### config.mk
export PLATFORM = sky130hd
export DESIGN_NAME = segx_front
export DESIGN_NICKNAME = d
export VERILOG_FILES = /design/src/rtl/segx_pkg.sv /design/src/rtl/segx_classify.sv /design/src/rtl/segx_fault_enc.sv /design/src/rtl/segx_fault_state.sv /design/src/rtl/segx_front.sv
export SDC_FILE = /design/constraint.sdc
export NUM_CORES = 1
export LEC_CHECK = 0
export BUFFER_PORTS_ARGS = -buffer_cell sky130_fd_sc_hd__clkbuf_2
export CORE_AREA = 2 2 120 122
export DETAILED_ROUTE_END_ITERATION = 10
export DIE_AREA = 0 0 122 124
export SLEW_MARGIN = 20
export SYNTH_ARGS = -nofsm -noshare
export SYNTH_HDL_FRONTEND = slang
export SYNTH_SLANG_ARGS = --single-unit
### constraint.sdc
create_clock -name clk -period 1.97 [get_ports clk]
set_input_delay 0.4925 -clock clk [delete_from_list [all_inputs] [get_ports clk]]
set_output_delay 0.4925 -clock clk [all_outputs]
set_load 0.01 [all_outputs]
### src/rtl/segx_pkg.sv
package segx_pkg;

   typedef enum logic [1:0] {
      TLB_HIT   = 2'b00,
      TLB_MISS  = 2'b01,
      TLB_INVAL = 2'b10,
      TLB_CLEAN = 2'b11
   } tlb_stat_e;

   typedef enum logic [1:0] {
      ROUTE_DIRECT = 2'b00,
      ROUTE_TLB    = 2'b01,
      ROUTE_DENY   = 2'b10
   } route_e;

   typedef struct packed {
      logic k_ok;
      logic s_ok;
      logic u_ok;
      logic mapped;
      logic erl_bypass;
   } region_attr_t;

   localparam logic [4:0] EXC_MOD   = 5'd1;
   localparam logic [4:0] EXC_TLB_L = 5'd2;
   localparam logic [4:0] EXC_TLB_S = 5'd3;
   localparam logic [4:0] EXC_ADE_L = 5'd4;
   localparam logic [4:0] EXC_ADE_S = 5'd5;

   // Lower half: all levels, mapped unless error level set.
   // Next quarter: kernel-only windows without mapping.
   // Next eighth: supervisor/kernel mapped; top eighth: kernel mapped.
   function automatic region_attr_t region_attr(input int idx, input int nreg);
      region_attr_t a;
      a = '0;
      if (idx < nreg / 2) begin
         a.k_ok = 1'b1; a.s_ok = 1'b1; a.u_ok = 1'b1;
         a.mapped = 1'b1; a.erl_bypass = 1'b1;
      end else if (idx < (3 * nreg) / 4) begin
         a.k_ok = 1'b1;
      end else if (idx < (7 * nreg) / 8) begin
         a.k_ok = 1'b1; a.s_ok = 1'b1; a.mapped = 1'b1;
      end else begin
         a.k_ok = 1'b1; a.mapped = 1'b1;
      end
      return a;
   endfunction

endpackage

### src/rtl/segx_classify.sv
module segx_classify
   import segx_pkg::*;
#(
   parameter int VA_W     = 32,
   parameter int REG_BITS = 3
)(
   input  logic [VA_W-1:0] vaddr,
   input  logic [1:0]      mode,
   input  logic            erl,
   output route_e          route,
   output logic [VA_W-1:0] direct_paddr
);
   localparam int NREG    = 1 << REG_BITS;
   localparam int SEL_LSB = VA_W - REG_BITS;

   initial begin
      assert (REG_BITS == 3) else $error("segx_classify: REG_BITS must be 3");
      assert (VA_W > REG_BITS) else $error("segx_classify: VA_W too small");
   end

   logic [NREG-1:0] hit;
   region_attr_t    attr [NREG];
   logic [VA_W-1:0] base [NREG];

   generate
      for (genvar r = 0; r < NREG; r++) begin : g_region
         assign hit[r]  = (vaddr[VA_W-1:SEL_LSB] == REG_BITS'(r));
         assign attr[r] = region_attr(r, NREG);
         assign base[r] = attr[r].mapped ? '0 : (VA_W'(r) << SEL_LSB);
      end
   endgenerate

   region_attr_t    sel;
   logic [VA_W-1:0] sel_base;
   logic            allowed;

   always_comb begin
      sel      = '0;
      sel_base = '0;
      for (int r = 0; r < NREG; r++) begin
         if (hit[r]) begin
            sel      = attr[r];
            sel_base = base[r];
         end
      end
      case (mode)
         2'b00:   allowed = sel.k_ok;
         2'b01:   allowed = sel.s_ok;
         default: allowed = sel.u_ok;
      endcase
      if (!allowed)
         route = ROUTE_DENY;
      else if (sel.mapped && !(sel.erl_bypass && erl))
         route = ROUTE_TLB;
      else
         route = ROUTE_DIRECT;
      direct_paddr = vaddr - sel_base;
   end

endmodule

### src/rtl/segx_fault_enc.sv
module segx_fault_enc
   import segx_pkg::*;
#(
   parameter int EXC_W = 5
)(
   input  route_e           route,
   input  logic             write,
   input  logic [1:0]       tlb_status,
   output logic             fault,
   output logic [EXC_W-1:0] code,
   output logic             refill
);
   initial begin
      assert (EXC_W >= 5) else $error("segx_fault_enc: EXC_W must hold 5 bits");
   end

   always_comb begin
      fault  = 1'b0;
      code   = '0;
      refill = 1'b0;
      if (route == ROUTE_DENY) begin
         fault = 1'b1;
         code  = EXC_W'(write ? EXC_ADE_S : EXC_ADE_L);
      end else if (route == ROUTE_TLB) begin
         case (tlb_stat_e'(tlb_status))
            TLB_MISS: begin
               fault  = 1'b1;
               refill = 1'b1;
               code   = EXC_W'(write ? EXC_TLB_S : EXC_TLB_L);
            end
            TLB_INVAL: begin
               fault = 1'b1;
               code  = EXC_W'(write ? EXC_TLB_S : EXC_TLB_L);
            end
            TLB_CLEAN: begin
               fault = 1'b1;
               code  = EXC_W'(EXC_MOD);
            end
            default: ;
         endcase
      end
   end

endmodule

### src/rtl/segx_fault_state.sv
module segx_fault_state #(
   parameter int VA_W     = 32,
   parameter int ASID_W   = 8,
   parameter int VPN2_LSB = 13,
   parameter int CTX_LSB  = 4
)(
   input  logic [VA_W-1:0] vaddr,
   input  logic [VA_W-1:0] ctx_cur,
   input  logic [VA_W-1:0] ehi_cur,
   output logic [VA_W-1:0] badvaddr_nx,
   output logic [VA_W-1:0] context_nx,
   output logic [VA_W-1:0] entryhi_nx
);
   localparam int VPN2_W  = VA_W - VPN2_LSB;
   localparam int CTX_MSB = CTX_LSB + VPN2_W - 1;
   localparam logic [VA_W-1:0] CTX_KEEP  = ~((VA_W'(1) << (CTX_MSB + 1)) - VA_W'(1));
   localparam logic [VA_W-1:0] ASID_KEEP = (VA_W'(1) << ASID_W) - VA_W'(1);

   initial begin
      assert (ASID_W <= VPN2_LSB) else $error("segx_fault_state: ASID overlaps VPN2");
      assert (CTX_MSB < VA_W - 1) else $error("segx_fault_state: context field too wide");
   end

   logic [VA_W-1:0] ctx_field;
   logic [VA_W-1:0] ehi_field;

   always_comb begin
      ctx_field = VA_W'(vaddr[VA_W-1:VPN2_LSB]) << CTX_LSB;
      ehi_field = {vaddr[VA_W-1:VPN2_LSB], {VPN2_LSB{1'b0}}};
      badvaddr_nx = vaddr;
      context_nx  = (ctx_cur & CTX_KEEP) | ctx_field;
      entryhi_nx  = (ehi_cur & ASID_KEEP) | ehi_field;
   end

endmodule

### src/rtl/segx_front.sv
module segx_front
   import segx_pkg::*;
#(
   parameter int VA_W   = 32,
   parameter int ASID_W = 8,
   parameter int EXC_W  = 5
)(
   input  logic             clk,
   input  logic             rst_n,
   input  logic             req_valid,
   input  logic [VA_W-1:0]  req_vaddr,
   input  logic             req_write,
   input  logic [1:0]       req_mode,
   input  logic             err_level,
   input  logic [VA_W-1:0]  ctx_cur,
   input  logic [VA_W-1:0]  entryhi_cur,
   output logic             tlb_lookup,
   output logic [VA_W-1:0]  tlb_vaddr,
   output logic             tlb_write,
   input  logic [1:0]       tlb_status,
   input  logic [VA_W-1:0]  tlb_paddr,
   input  logic             tlb_writable,
   output logic             resp_valid,
   output logic             resp_ok,
   output logic [VA_W-1:0]  resp_paddr,
   output logic             resp_rd,
   output logic             resp_wr,
   output logic             fault_valid,
   output logic [EXC_W-1:0] fault_code,
   output logic             fault_refill,
   output logic [VA_W-1:0]  badvaddr_nx,
   output logic [VA_W-1:0]  context_nx,
   output logic [VA_W-1:0]  entryhi_nx
);
   initial begin
      assert (VA_W == 32) else $error("segx_front: only 32-bit addresses supported");
   end

   route_e          route;
   logic [VA_W-1:0] direct_pa;
   logic            f_hit;
   logic [EXC_W-1:0] f_code;
   logic            f_refill;
   logic [VA_W-1:0] bva_d, ctx_d, ehi_d;

   segx_classify #(.VA_W(VA_W), .REG_BITS(3)) u_classify (
      .vaddr(req_vaddr), .mode(req_mode), .erl(err_level),
      .route(route), .direct_paddr(direct_pa)
   );

   segx_fault_enc #(.EXC_W(EXC_W)) u_fenc (
      .route(route), .write(req_write), .tlb_status(tlb_status),
      .fault(f_hit), .code(f_code), .refill(f_refill)
   );

   segx_fault_state #(.VA_W(VA_W), .ASID_W(ASID_W)) u_fstate (
      .vaddr(req_vaddr), .ctx_cur(ctx_cur), .ehi_cur(entryhi_cur),
      .badvaddr_nx(bva_d), .context_nx(ctx_d), .entryhi_nx(ehi_d)
   );

   assign tlb_lookup = req_valid && (route == ROUTE_TLB);
   assign tlb_vaddr  = req_vaddr;
   assign tlb_write  = req_write;

   logic            ok_d, wr_d, fault_d;
   logic [VA_W-1:0] pa_d;

   always_comb begin
      ok_d = 1'b0;
      wr_d = 1'b0;
      pa_d = '0;
      if (req_valid && route == ROUTE_DIRECT) begin
         ok_d = 1'b1;
         wr_d = 1'b1;
         pa_d = direct_pa;
      end else if (tlb_lookup && tlb_stat_e'(tlb_status) == TLB_HIT) begin
         ok_d = 1'b1;
         wr_d = tlb_writable;
         pa_d = tlb_paddr;
      end
      fault_d = req_valid && f_hit;
   end

   always_ff @(posedge clk or negedge rst_n) begin
      if (!rst_n) begin
         resp_valid   <= 1'b0;
         resp_ok      <= 1'b0;
         resp_paddr   <= '0;
         resp_rd      <= 1'b0;
         resp_wr      <= 1'b0;
         fault_valid  <= 1'b0;
         fault_code   <= '0;
         fault_refill <= 1'b0;
         badvaddr_nx  <= '0;
         context_nx   <= '0;
         entryhi_nx   <= '0;
      end else begin
         resp_valid   <= req_valid;
         resp_ok      <= ok_d;
         resp_paddr   <= pa_d;
         resp_rd      <= ok_d;
         resp_wr      <= wr_d;
         fault_valid  <= fault_d;
         fault_code   <= fault_d ? f_code : '0;
         fault_refill <= fault_d && f_refill;
         badvaddr_nx  <= fault_d ? bva_d : '0;
         context_nx   <= fault_d ? ctx_d : '0;
         entryhi_nx   <= fault_d ? ehi_d : '0;
      end
   end

   AST_ERL_IDENTITY: assert property (@(posedge clk) disable iff (!rst_n)
      (req_valid && err_level && !req_vaddr[VA_W-1]) |=> (resp_ok && resp_paddr == $past(req_vaddr)));
   AST_UNMAPPED_NO_TLB: assert property (@(posedge clk) disable iff (!rst_n)
      tlb_lookup |-> (req_vaddr[VA_W-1:VA_W-2] != 2'b10));
   AST_USER_DENIED: assert property (@(posedge clk) disable iff (!rst_n)
      (req_valid && req_mode[1] && req_vaddr[VA_W-1]) |=>
      (fault_valid && (fault_code == EXC_W'(EXC_ADE_L) || fault_code == EXC_W'(EXC_ADE_S))));
   AST_REFILL_TLB_CODE: assert property (@(posedge clk) disable iff (!rst_n)
      fault_refill |-> (fault_valid && (fault_code == EXC_W'(EXC_TLB_L) || fault_code == EXC_W'(EXC_TLB_S))));
   AST_BADVADDR_LOAD: assert property (@(posedge clk) disable iff (!rst_n)
      fault_valid |-> (badvaddr_nx == $past(req_vaddr)));
   AST_ASID_KEPT: assert property (@(posedge clk) disable iff (!rst_n)
      fault_valid |-> (entryhi_nx[ASID_W-1:0] == $past(entryhi_cur[ASID_W-1:0])));
   AST_FAULT_EXCL: assert property (@(posedge clk) disable iff (!rst_n)
      fault_valid |-> (resp_valid && !resp_ok));

endmodule

## After elaboration in Yosys (flattened, before gate mapping)

Index checks and enable logic that the tools add are counted.

| storage, ports and cells | value |
|---|---|
| word-level logic and storage cells | 76 |
| output and inout port bits | 173 |
| input bits | 138 |
| register bits after elaboration | 138 |

| operators by class | value |
|---|---|
| reduce and logical (&&, ||, !) cells | 14 |
| add/sub/neg operators | 1 |
| muxes and demuxes | 36 |
| bitwise gates (word level) | 2 |
| equality and inequality tests | 13 |

Operators with widths:

| kind | count |
|---|---|
| 32-bit two-way mux | 9 |
| 5-bit two-way mux | 11 |
| 32-bit by 23-bit bitwise OR with 32-bit output | 1 |
| 8-bit by 32-bit bitwise OR with 32-bit output | 1 |
| 32-bit subtractor | 1 |
| 1-bit two-way mux | 13 |
| 3-bit == test, second input constant | 4 |
| 5-bit one-hot mux with 2 select lines | 1 |
| 1-bit logical AND | 7 |
| 2-bit by 1-bit == test with 1-bit output, second input constant | 3 |
| 2-bit == test, second input constant | 3 |
| 3-bit by 2-bit == test with 1-bit output, second input constant | 2 |
| 2-bit zero test | 3 |
| 3-bit by 1-bit == test with 1-bit output, second input constant | 1 |
| 3-bit zero test | 1 |
| 3-bit OR reduction | 1 |
| 2-bit two-way mux | 1 |
| 1-bit one-hot mux with 2 select lines | 1 |
| 2-bit OR reduction | 1 |
| 1-bit zero test | 1 |

## Logic depth before layout (Yosys ltp)

Gate-level depths: netlist of the first run.

| depth | value |
|---|---|
| depth in word-level cells | 19 |
| gate-level depth with buffers | 7 |
| depth with buffers taken out | 6 |

## Modules after synthesis

Synthesis of the first run repeated with hierarchy kept, for this count alone.

| unflattened totals | value |
|---|---|
| cell total of the unflattened synthesis | 498 |
| area, all modules | 6060.8 µm² |

Modules (own cells, without submodules):

| module | cells an instance | seq. area each (µm²) | area an instance (µm²) | instances |
|---|---|---|---|---|
| segx_front | 344 | 3453.3 | 4899.7 | 1 |
| segx_fault_state | 97 | 0.0 | 724.4 | 1 |
| segx_classify | 42 | 0.0 | 309.0 | 1 |
| segx_fault_enc | 15 | 0.0 | 127.6 | 1 |

## Worst setup path after synthesis of the first run

Ideal clock, no wire load.

| timing path | value |
|---|---|
| path type | input-to-reg |
| from | input req_vaddr[31] |
| to | register resp_paddr[11] |
| data arrival time | 1.545 ns |
| setup time | 0.121 ns |
| required time | 1.849 ns |
| path buffers | 3 |
| path slack | 0.304 ns |
| stages | 7 |
| path through | buf_4 -> o21ai_1 -> or2_4 -> and3_4 -> buf_6 -> buf_6 -> a22o_1 |

| on the way | value |
|---|---|
| cells in the longest elaborated chain, start to end | 19 |

Ends and longest elaborated chain:

| element | line | source |
|---|---|---|
| from (decl) | segx_front.sv:11 | `input logic [VA_W-1:0] req_vaddr,` |
| 3-bit zero test | segx_classify.sv:27 | `assign hit[r] = (vaddr[VA_W-1:SEL_LSB] == REG_BITS'(r));` |
| 5-bit two-way mux (8 in a row) | segx_classify.sv:41 | `if (hit[r]) begin` |
| 1-bit logical AND | segx_classify.sv:53 | `else if (sel.mapped && !(sel.erl_bypass && erl))` |
| 1-bit zero test | segx_classify.sv:53 |  |
| 1-bit logical AND | segx_classify.sv:53 |  |
| 1-bit two-way mux | segx_classify.sv:53 |  |
| 2-bit two-way mux | segx_classify.sv:51 | `if (!allowed)` |
| 2-bit by 1-bit == test with 1-bit output | segx_front.sv:61 | `assign tlb_lookup = req_valid && (route == ROUTE_TLB);` |
| 1-bit logical AND | segx_front.sv:61 |  |
| 1-bit logical AND | segx_front.sv:76 | `end else if (tlb_lookup && tlb_stat_e'(tlb_status) == TLB_HIT) begin` |
| 32-bit two-way mux | segx_front.sv:76 |  |
| 32-bit two-way mux * | segx_front.sv:72 | `if (req_valid && route == ROUTE_DIRECT) begin` |
| net pa_d[11] | segx_front.sv:66 | `logic [VA_W-1:0] pa_d;` |
| to (signal assigned) | segx_front.sv:100 | `resp_paddr <= pa_d;` |
| to (decl) | segx_front.sv:25 | `output logic [VA_W-1:0] resp_paddr,` |

Mark *: on every way through the listed nets, which the timed path passes. The rest lies on a longest branch.

## Worst setup path after layout of the first run

| timing path | value |
|---|---|
| from | input req_vaddr[31] |
| to | output tlb_lookup |

| on the way | value |
|---|---|
| cells in the longest elaborated chain, start to end | 16 |

Ends and longest elaborated chain:

| element | line | source |
|---|---|---|
| 3-bit zero test | segx_classify.sv:27 |  |
| 5-bit two-way mux (7 in a row) | segx_classify.sv:41 |  |
| 5-bit two-way mux * | segx_classify.sv:41 |  |
| 1-bit logical AND | segx_classify.sv:53 |  |
| 1-bit zero test | segx_classify.sv:53 |  |
| 1-bit logical AND | segx_classify.sv:53 |  |
| 1-bit two-way mux | segx_classify.sv:53 |  |
| 2-bit two-way mux * | segx_classify.sv:51 |  |
| 2-bit by 1-bit == test with 1-bit output * | segx_front.sv:61 |  |
| 1-bit logical AND * | segx_front.sv:61 |  |
| to (decl) | segx_front.sv:17 | `output logic tlb_lookup,` |

Mark *: on every way between the ends. The rest lies on a longest branch, timed or not.

==> results_dict.tcl, run 1 <==
set metrics [dict create \
    cellPowerDensity_mw_per_mm2 843 \
    cp.arrival_ps 1300 \
    gp_congestion 0.753 \
    routed-via-count 2772 \
    status "finished clean" \
    p_leak_nw 2.93 \
    finalNetCount 642 \
    crit_fanout 10 \
    gr-total-overflow 0 \
    synth_top_family_by_area "buffers and inverters" \
    start_kind "primary input" \
    layout-drive-gt1-share_pct 55.3 \
    ys_types 27 \
    multi_input_area_um2 883 \
    yosys.area_share.adder_pct 1.97 \
    synthMuxAreaShare_pct 0 \
    hold_class "primary input to asynchronous set/reset pin" \
    start_util_pct 27.8 \
    wl_per_cell_um 13.9 \
    ant_nets 0 \
    final_max_slew_viol_count 0 \
    ys_ff_latch 89 \
    dr.pass1.iters 4 \
    yosysTopAreaCellShare_pct 58.3 \
    synth.largest_area_cell "dfrtp_1" \
    yosys_warnings 0 \
    numCtsBuffers 9 \
    maxCapViolations 0 \
    syn_to_final_growth_pct 31.9 \
    wl_um 9480 \
    yosys.area_share.xor_xnor_pct 0.229 \
    path_cells "clkbuf_2 > nor2_1 > a41oi_1 > buf_4 > nor2_1 > clkbuf_2" \
    grt_max_degree 46 \
    grt_pass1_wl_um 13700 \
    cts_resized 0 \
    postCtsHoldBufs 0 \
    grt_antenna_before_repair 0 \
    placed_area_mm2 0.00475 \
    antennaDiodeCount 0 \
    rows 43 \
    syn_avg_cell_area_um2 12.2 \
    drc 0 \
    cts_tree "done" \
    post_synth_inst_count 313 \
    cts.htree.levels 3 \
    critPathLaunch "req_vaddr[31]" \
    fill_cells 1376 \
    fmax_ghz 0.556 \
    die_x_um 122 \
    slowest_stage "clkbuf_2" \
    criticalPathCategory "primary input to output port" \
    fin_crit_sh_pct 91.2 \
    fin_tns_setup_ps 0 \
    viasPerCell 4.06 \
    synth_area_mm2 0.00382 \
    cp-end-kind "output port" \
    grt_pass1_vias 2704 \
    period_needed_ps 1800 \
    root_buffer "clkbuf_16" \
    vdd_drop_max_mv 0.293 \
    synth-edff-count 0 \
    hold_violations 0 \
    drt_iter0_markers 112 \
    synth-compound-area-share_pct 8.58 \
    cts_setup_buffers 0 \
    fin_area_mm2 0.00504 \
    synth_area_leaders "dfrtp_1, buf_4, and2_1, a22o_1, ha_1" \
    die_area_mm2 0.0151 \
    async_reset_ff_share_pct 100 \
    track_usage_pct 12.1 \
    ys.flop_type "dfrtp_1" \
    clockBufferDepth 2 \
    clk_transition_reported_paths_ps 60 \
    die_h_um 124 \
    io_buffer_count 252 \
    synth_most_common_cell "dfrtp_1" \
    seq_area_mm2 0.00223 \
    cts_sinks 89 \
    synth-seq-area-share_pct 58.3 \
    yosys.area_share.simple_pct 11.1 \
    cp_slowest_stage_delay_ps 190 \
    synth_top_cells_by_count "dfrtp_1, buf_4, and2_1" \
    setup_viol 0 \
    coreArea_mm2 0.0137 \
    dp_hpwl_um 7500 \
    cp_data_required_time_ps 1480 \
    ios 311 \
    rsz0062_at_grt "no" \
]
==> metrics by stage <==
step                      power [mW]  hold slack (ps)  util [%]  worst slack (ps)  cells
after global routing            4.47             78.4      36.7               118    683
after CTS                       4.32             59.2      36.7               157    683
after floorplan                 2.37              197         -               304    323
after global placement          2.62              424      34.6              67.1    667
after detailed placement        2.63              427      34.6              61.3    667
final                           4.25             67.5      36.7               173    683
==> flip-flops by register name, summed over array words and instances (netlist names), 3 cells and up <==
| name | count |
|---|---|
| resp_paddr | 32 |
| badvaddr_nx | 31 |
| context_nx | 10 |
| entryhi_nx | 8 |
| fault_code | 3 |
==> cell families after synthesis <==
group / after synthesis
simple gates: 70
buf+inv: 107
xor+xnor: 1
flops: 89
fa+ha+maj: 6
compound gates: 39
other cells: 1
==> area by class of cell <==
class                           count  share of cell area [%]
Timing Repair Buffer              260                    27.3
Clock inverter                      5                    1.12
Multi-Input combinational cell    127                    17.5
Clock buffer                       11                    4.62
Sequential cell                    89                    44.2
Inverter                           11                   0.819
Tap cell                          180                    4.47
==> power breakdown <==
| group | leakage, nW | total, mW | internal, mW | switching [mW] |
|---|---|---|---|---|
| Clock | 0.139 | 1.67 | 0.981 | 0.688 |
| Combinational | 1.60 | 0.619 | 0.275 | 0.344 |
| Sequential | 1.19 | 1.96 | 1.92 | 0.0378 |
| Total | 2.93 | 4.25 | 3.18 | 1.07 |
==> cells in the final DEF (no fill, tap or decap), types with 2 or more instances in the layout <==
cell       instances
clkbuf_2         251
dfrtp_1           89
and2_1            49
a22o_1            32
inv_1             11
conb_1            11
clkbuf_16          9
nor2_1             7
ha_1               6
buf_4              5
nand2_1            4
buf_12             4
nor3b_1            3
nand3_1            2
clkbuf_1           2
clkinv_2           2
==> layer usage <==
layer,track usage (%),wire (um),up-vias
met4,5.39,140,0
met1,13.0,3380,1330
met3,3.75,720,11
met5,0,0,-
li1,-,-,1289
met2,21.9,5250,142
==> worst paths after layout <==
path,end,slack (ps),depth (start not counted)
worst max-delay path,tlb_lookup,170,6
worst min-delay path,resp_paddr[25]$_DFF_PN0_,70,1
max in group asynchronous,resp_wr$_DFF_PN0_,1340,2
min in group clk,resp_valid$_DFF_PN0_,340,1
==> critical path: cells and delay by family <==
kind	cells	cell delay [ps]
AO/OA/AOI/OAI	1	190
AND/OR/NAND/NOR	2	120
buffers and inverters	3	500
No activity file was read; power rests on OpenSTA's default activity.
==> run 2, diff against run 1 <==
--- a/config.mk
+++ b/config.mk
@@ -6,10 +6,12 @@
 export NUM_CORES = 1
 export LEC_CHECK = 0
 export BUFFER_PORTS_ARGS = -buffer_cell sky130_fd_sc_hd__clkbuf_2
-export CORE_AREA = 2 2 120 122
+export CORE_ASPECT_RATIO = 1.25
+export CORE_MARGIN = 1.5
+export CORE_UTILIZATION = 30
 export DETAILED_ROUTE_END_ITERATION = 10
-export DIE_AREA = 0 0 122 124
 export SLEW_MARGIN = 20
 export SYNTH_ARGS = -nofsm -noshare
 export SYNTH_HDL_FRONTEND = slang
+export SYNTH_HIERARCHICAL = 1
 export SYNTH_SLANG_ARGS = --single-unit
==> run 2 against run 1 <==
  * Routed wire length up 47%
  * Core utilization down 0.12 points
  * Combinational power up 30%
  * Largest cell class unchanged
==> results_dict.tcl, run 2 <==
set metrics [dict create \
    status "finished clean" \
    clockBufferDepth 2 \
    async_reset_ff_share_pct 100 \
    dr.pass1.iters 4 \
    swShare_pct 24.5 \
    cts_tree "done" \
    synth-edff-count 0 \
    die_h_um 162 \
    cp_data_required_time_ps 1480 \
    gr-total-overflow 0 \
    setup_viol 0 \
    synth_area_mm2 0.00606 \
    whs_ps 312 \
    power_frac_seq_pct 44.9 \
    p_int_mw 5.05 \
    synth_most_common_cell "buf_4" \
    final_max_slew_viol_count 0 \
    layout-drive-gt1-share_pct 51.4 \
    rsz0062_at_grt "no" \
    wl_per_cell_um 15.6 \
    ios 311 \
    ys.flop_type "dfrtp_1" \
    track_usage_pct 13.4 \
    fin_crit_sh_pct 95.0 \
    ys_ff_latch 138 \
    mostFrequentLayoutCells "clkbuf_2, dfrtp_1, and3_1" \
    rows 57 \
    combPwrFrac_pct 12.0 \
    drc 0 \
    syn_to_final_growth_pct 18.5 \
    cp-end-kind "output port" \
    yosysTopAreaCellShare_pct 57.0 \
    cts.htree.levels 4 \
    drt_iter0_markers 131 \
    syn_avg_cell_area_um2 12.2 \
    criticalPathCategory "primary input to output port" \
    cp.arrival_ps 1380 \
    period_needed_ps 1870 \
    die_x_um 130 \
    dp_hpwl_um 10000 \
    post_synth_inst_count 498 \
    fin_tns_setup_ps 0 \
    cellPowerDensity_mw_per_mm2 931 \
    vdd_drop_max_mv 0.489 \
    start_kind "primary input" \
    wl_um 14000 \
    clockPowerShare_pct 43.1 \
    p_sw_mw 1.64 \
    grt_antenna_before_repair 0 \
    grt_max_degree 72 \
    root_buffer "clkbuf_16" \
    yosys_warnings 6 \
    p_leak_nw 4.27 \
    fmax_ghz 0.534 \
    worst_pin_slew_ps 508 \
    worst_slew_margin_rel_pct 66.1 \
    ant_nets 0 \
    die_area_mm2 0.0211 \
    crit_fanout 4 \
    grt_pass1_wl_um 21200 \
    synth.largest_area_cell "dfrtp_1" \
    dp_cells 864 \
    synth_top_cells_by_count "buf_4, dfrtp_1, and3_1" \
    ys_types 29 \
    finalNetCount 764 \
    layoutNonFillerInstCount 898 \
    numCtsBuffers 17 \
    gp_congestion 0.767 \
    final_common_cell "clkbuf_2" \
    total_power_mw 6.69 \
    hold_class "primary input to flop" \
    final_util_pct 36.6 \
    start_util_pct 30.9 \
    synth-seq-area-share_pct 57.0 \
    grt_pass1_vias 3834 \
    io_buffer_count 263 \
    clk_transition_reported_paths_ps 60 \
    viasPerCell 4.24 \
    routed-via-count 3808 \
    synth_area_leaders "dfrtp_1, buf_4, and3_1, a32o_1, buf_6" \
    coreArea_mm2 0.0196 \
    hold_violations 0 \
    cts_sinks 138 \
    maxCapViolations 0 \
]
run 2: what timing repair did:
action | CTS | global route
pin swaps | 0 | 0
cloned | 0 | 0
setup buffers | 2 | 1
hold buffers | 1 | 0
setup endpoints to repair | 1 | 1
gates resized for setup | 3 | 3
endpoints found under the hold margin | 34 | 0
run 2: final timing paths:
| check | start | to | cells past startpoint |
|---|---|---|---|
| worst max-delay path | req_vaddr[29] | tlb_lookup | 6 |
| worst min-delay path | tlb_writable | resp_wr$_DFF_PN0_ | 2 |
| min in group asynchronous | rst_n | context_nx[4]$_DFF_PN0_ | 2 |
| max in group asynchronous | rst_n | resp_paddr[22]$_DFF_PN0_ | 3 |
run 2: layer usage:
| layer | up-vias | track usage, % | wire length, um | part of all wire, % |
|---|---|---|---|---|
| met5 | - | 0 | 0 | 0 |
| met4 | 0 | 5.45 | 356 | 2.5 |
| met3 | 24 | 4.31 | 919 | 6.6 |
| met2 | 165 | 21.6 | 6880 | 49 |
| met1 | 1851 | 16.3 | 5820 | 42 |
| li1 | 1768 | - | - | - |
run 2: worst max-delay path, cell delays in order:
cell,delay (ps)
clkbuf_2,130
inv_1,70
a21boi_1,150
o21a_1,180
and3b_2,240
buf_6,120
run 2: layout make-up:
type                       count  area (um^2)
clock inverter                 8         73.8
inverter                       6         22.5
fill                        1931        12400
multi-input combinational    170         1240
sequential                   138         3450
tap                          265          332
timing repair buffer         288         1600
antenna                        1         2.50
clock buffer                  22          454
run 2: stage by stage:
| stage | cell area (um^2) | setup WS, ps |
|---|---|---|
| floorplan | 6110 | 24.0 |
| global placement | 6610 | -137 |
| detailed placement | 6610 | -138 |
| CTS | 7180 | 23.7 |
| global route | 7180 | 15.2 |
| finish | 7180 | 98.4 |
run 2: power groups by stage:
| stage | combinational, mW | sequential (mW) | clock, mW |
|---|---|---|---|
| 2_1_floorplan | 0.484 | 3.13 | 0 |
| 3_3_place_gp | 0.802 | 3.05 | 0 |
| 3_5_place_dp | 0.809 | 3.05 | 0 |
| 4_1_cts | 0.820 | 3.00 | 2.97 |
| 5_1_grt | 0.888 | 3.01 | 3.08 |
| 6_report | 0.803 | 3.00 | 2.88 |
run 2: logic make-up after synthesis:
| logic type | Yosys count | synth area share, % |
|---|---|---|
| compound gates | 40 | 6.36 |
| xor+xnor | 1 | 0.145 |
| fa+ha+maj | 5 | 1.03 |
| buf+inv | 199 | 23.3 |
| flops | 138 | 57.0 |
| other cells | 2 | 0.124 |
| simple gates | 113 | 12.1 |
==> run 3, diff against run 2 <==
--- a/config.mk
+++ b/config.mk
@@ -6,10 +6,13 @@
 export NUM_CORES = 1
 export LEC_CHECK = 0
 export BUFFER_PORTS_ARGS = -buffer_cell sky130_fd_sc_hd__clkbuf_2
+export CELL_PAD_IN_SITES_DETAIL_PLACEMENT = 2
+export CELL_PAD_IN_SITES_GLOBAL_PLACEMENT = 2
 export CORE_ASPECT_RATIO = 1.25
 export CORE_MARGIN = 1.5
 export CORE_UTILIZATION = 30
 export DETAILED_ROUTE_END_ITERATION = 10
+export PLACE_DENSITY_LB_ADDON = 0.1
 export SLEW_MARGIN = 20
 export SYNTH_ARGS = -nofsm -noshare
 export SYNTH_HDL_FRONTEND = slang
==> run 3 against run 2 <==
  * Sequential cell count did not move
  * Via count rose by 4.5%
  * Combinational power rose by 3.7%
  * Power rose by 11%
  * Die area did not move
  * Sequential power barely moved
  * Sequential share of layout area fell by 1.2 points
==> results_dict.tcl, run 3 (synthesized netlist as in run 2, its figures left out) <==
set metrics [dict create \
    path_cells "clkbuf_2 > nand2_2 > a211o_1 > o21ai_2 > buf_6 > and3b_1 > buf_6" \
    cts_tree "done" \
    layoutNonFillerInstCount 903 \
    cp.arrival_ps 1460 \
    rows 57 \
    worst_slew_margin_rel_pct 65.8 \
    track_usage_pct 16.4 \
    fin_crit_sh_pct 99.1 \
    viasPerCell 4.41 \
    setup_viol 0 \
    start_util_pct 30.9 \
    grt_antenna_before_repair 0 \
    hold_violations 0 \
    status "finished clean" \
    cts_sinks 138 \
    drt_iter0_markers 152 \
    hold_class "primary input to flop" \
    layout-drive-gt1-share_pct 52.5 \
    vdd_drop_max_mv 0.516 \
    start_kind "primary input" \
    die_x_um 130 \
    fin_tns_setup_ps 0 \
    syn_to_final_growth_pct 21.4 \
    cp-end-kind "output port" \
    finalNetCount 770 \
    dp_hpwl_um 11800 \
    clk_transition_reported_paths_ps 60 \
    ant_nets 0 \
    dr.pass1.iters 4 \
    worst_pin_slew_ps 513 \
    io_buffer_count 263 \
    wl_um 16700 \
    gp_congestion 0.719 \
    cp_slowest_stage_delay_ps 270 \
    fmax_ghz 0.512 \
    drc 0 \
    dp_cells 869 \
    final_common_cell "clkbuf_2" \
    routed-via-count 3978 \
    antennaDiodeCount 0 \
    setup_ws_ps 17.7 \
    dp_slack_ps -206 \
    fill_cells 2089 \
    cts.htree.levels 4 \
    whs_ps 310 \
    period_needed_ps 1950 \
    whs_path_depth 2 \
    crit_top_cell "buf_6" \
    die_area_mm2 0.0211 \
    p_leak_nw 4.36 \
    cellPowerDensity_mw_per_mm2 1010 \
    ios 311 \
    crit_fanout 3 \
    maxCapViolations 0 \
    path_buf_inv 3 \
    multi_input_area_mm2 0.00125 \
    clockBufferDepth 2 \
    fin_area_mm2 0.00736 \
    die_h_um 162 \
    criticalPathCategory "primary input to output port" \
    root_buffer "clkbuf_16" \
    cp.depth 7 \
    mostFrequentLayoutCells "clkbuf_2, dfrtp_1, and3_1" \
    grt_pass1_wl_um 25700 \
    total_power_mw 7.41 \
    cp_data_required_time_ps 1480 \
    placed_area_mm2 0.00665 \
    grt_max_degree 74 \
    final_max_slew_viol_count 0 \
    crit_family "compound AO/OA/AOI/OAI gates" \
    coreArea_mm2 0.0196 \
    slowest_stage "a211o_1" \
    grt_pass1_vias 4401 \
    wl_per_cell_um 18.5 \
    final_util_pct 37.5 \
    seq_area_mm2 0.00345 \
    gr-total-overflow 0 \
    numCtsBuffers 17 \
]
run 3: changes by cell type in the layout (fill, tap and decap cells not counted), sizes merged:
cell | previous run | this run
clkinv | 5 | 2
diode | 1 | 0
inv | 6 | 8
clkbuf | 283 | 281
bufinv | 1 | 5
clkinvlp | 2 | 1
buf | 26 | 32
run 3: layout make-up:
| class | count | share of cell area, % |
|---|---|---|
| flip-flops and latches | 138 | 46.9 |
| inverters | 6 | 0.306 |
| repair buffers | 294 | 22.4 |
| clock buffers | 20 | 6.34 |
| multi-input cells | 170 | 16.9 |
| clock inverters | 10 | 2.57 |
| well taps | 265 | 4.50 |
run 3: power breakdown:
group,internal (mW),switching [mW],total [mW],leakage (nW)
clock network,2.34,1.24,3.58,0.319
logic,0.345,0.488,0.833,2.17
registers,2.97,0.0369,3.00,1.87
total,5.65,1.76,7.41,4.36
run 3: layer usage:
layer  track usage, %  wire length [um]  vias to the layer above
li1                 -                 -                     1775
met1             19.4              6760                     2011
met2             27.4              8320                      173
met3             5.40              1270                       19
met4             6.16               308                        0
met5                0                 0                        -
run 3: what timing repair did:
action | in CTS | in global routing
buffers inserted | 3 | 1
hold buffers | 1 | 0
endpoints found under the setup margin | 1 | 3
pin swaps | 1 | 1
gates resized for setup | 3 | 4
endpoints found under the hold margin | 3 | 0
run 3: path summary, 6_finish.rpt:
check / start / to
max in group asynchronous: rst_n / badvaddr_nx[29]$_DFF_PN0_
min in group asynchronous: rst_n / context_nx[28]$_DFF_PN0_
max: req_vaddr[31] / tlb_lookup
min: tlb_writable / resp_wr$_DFF_PN0_
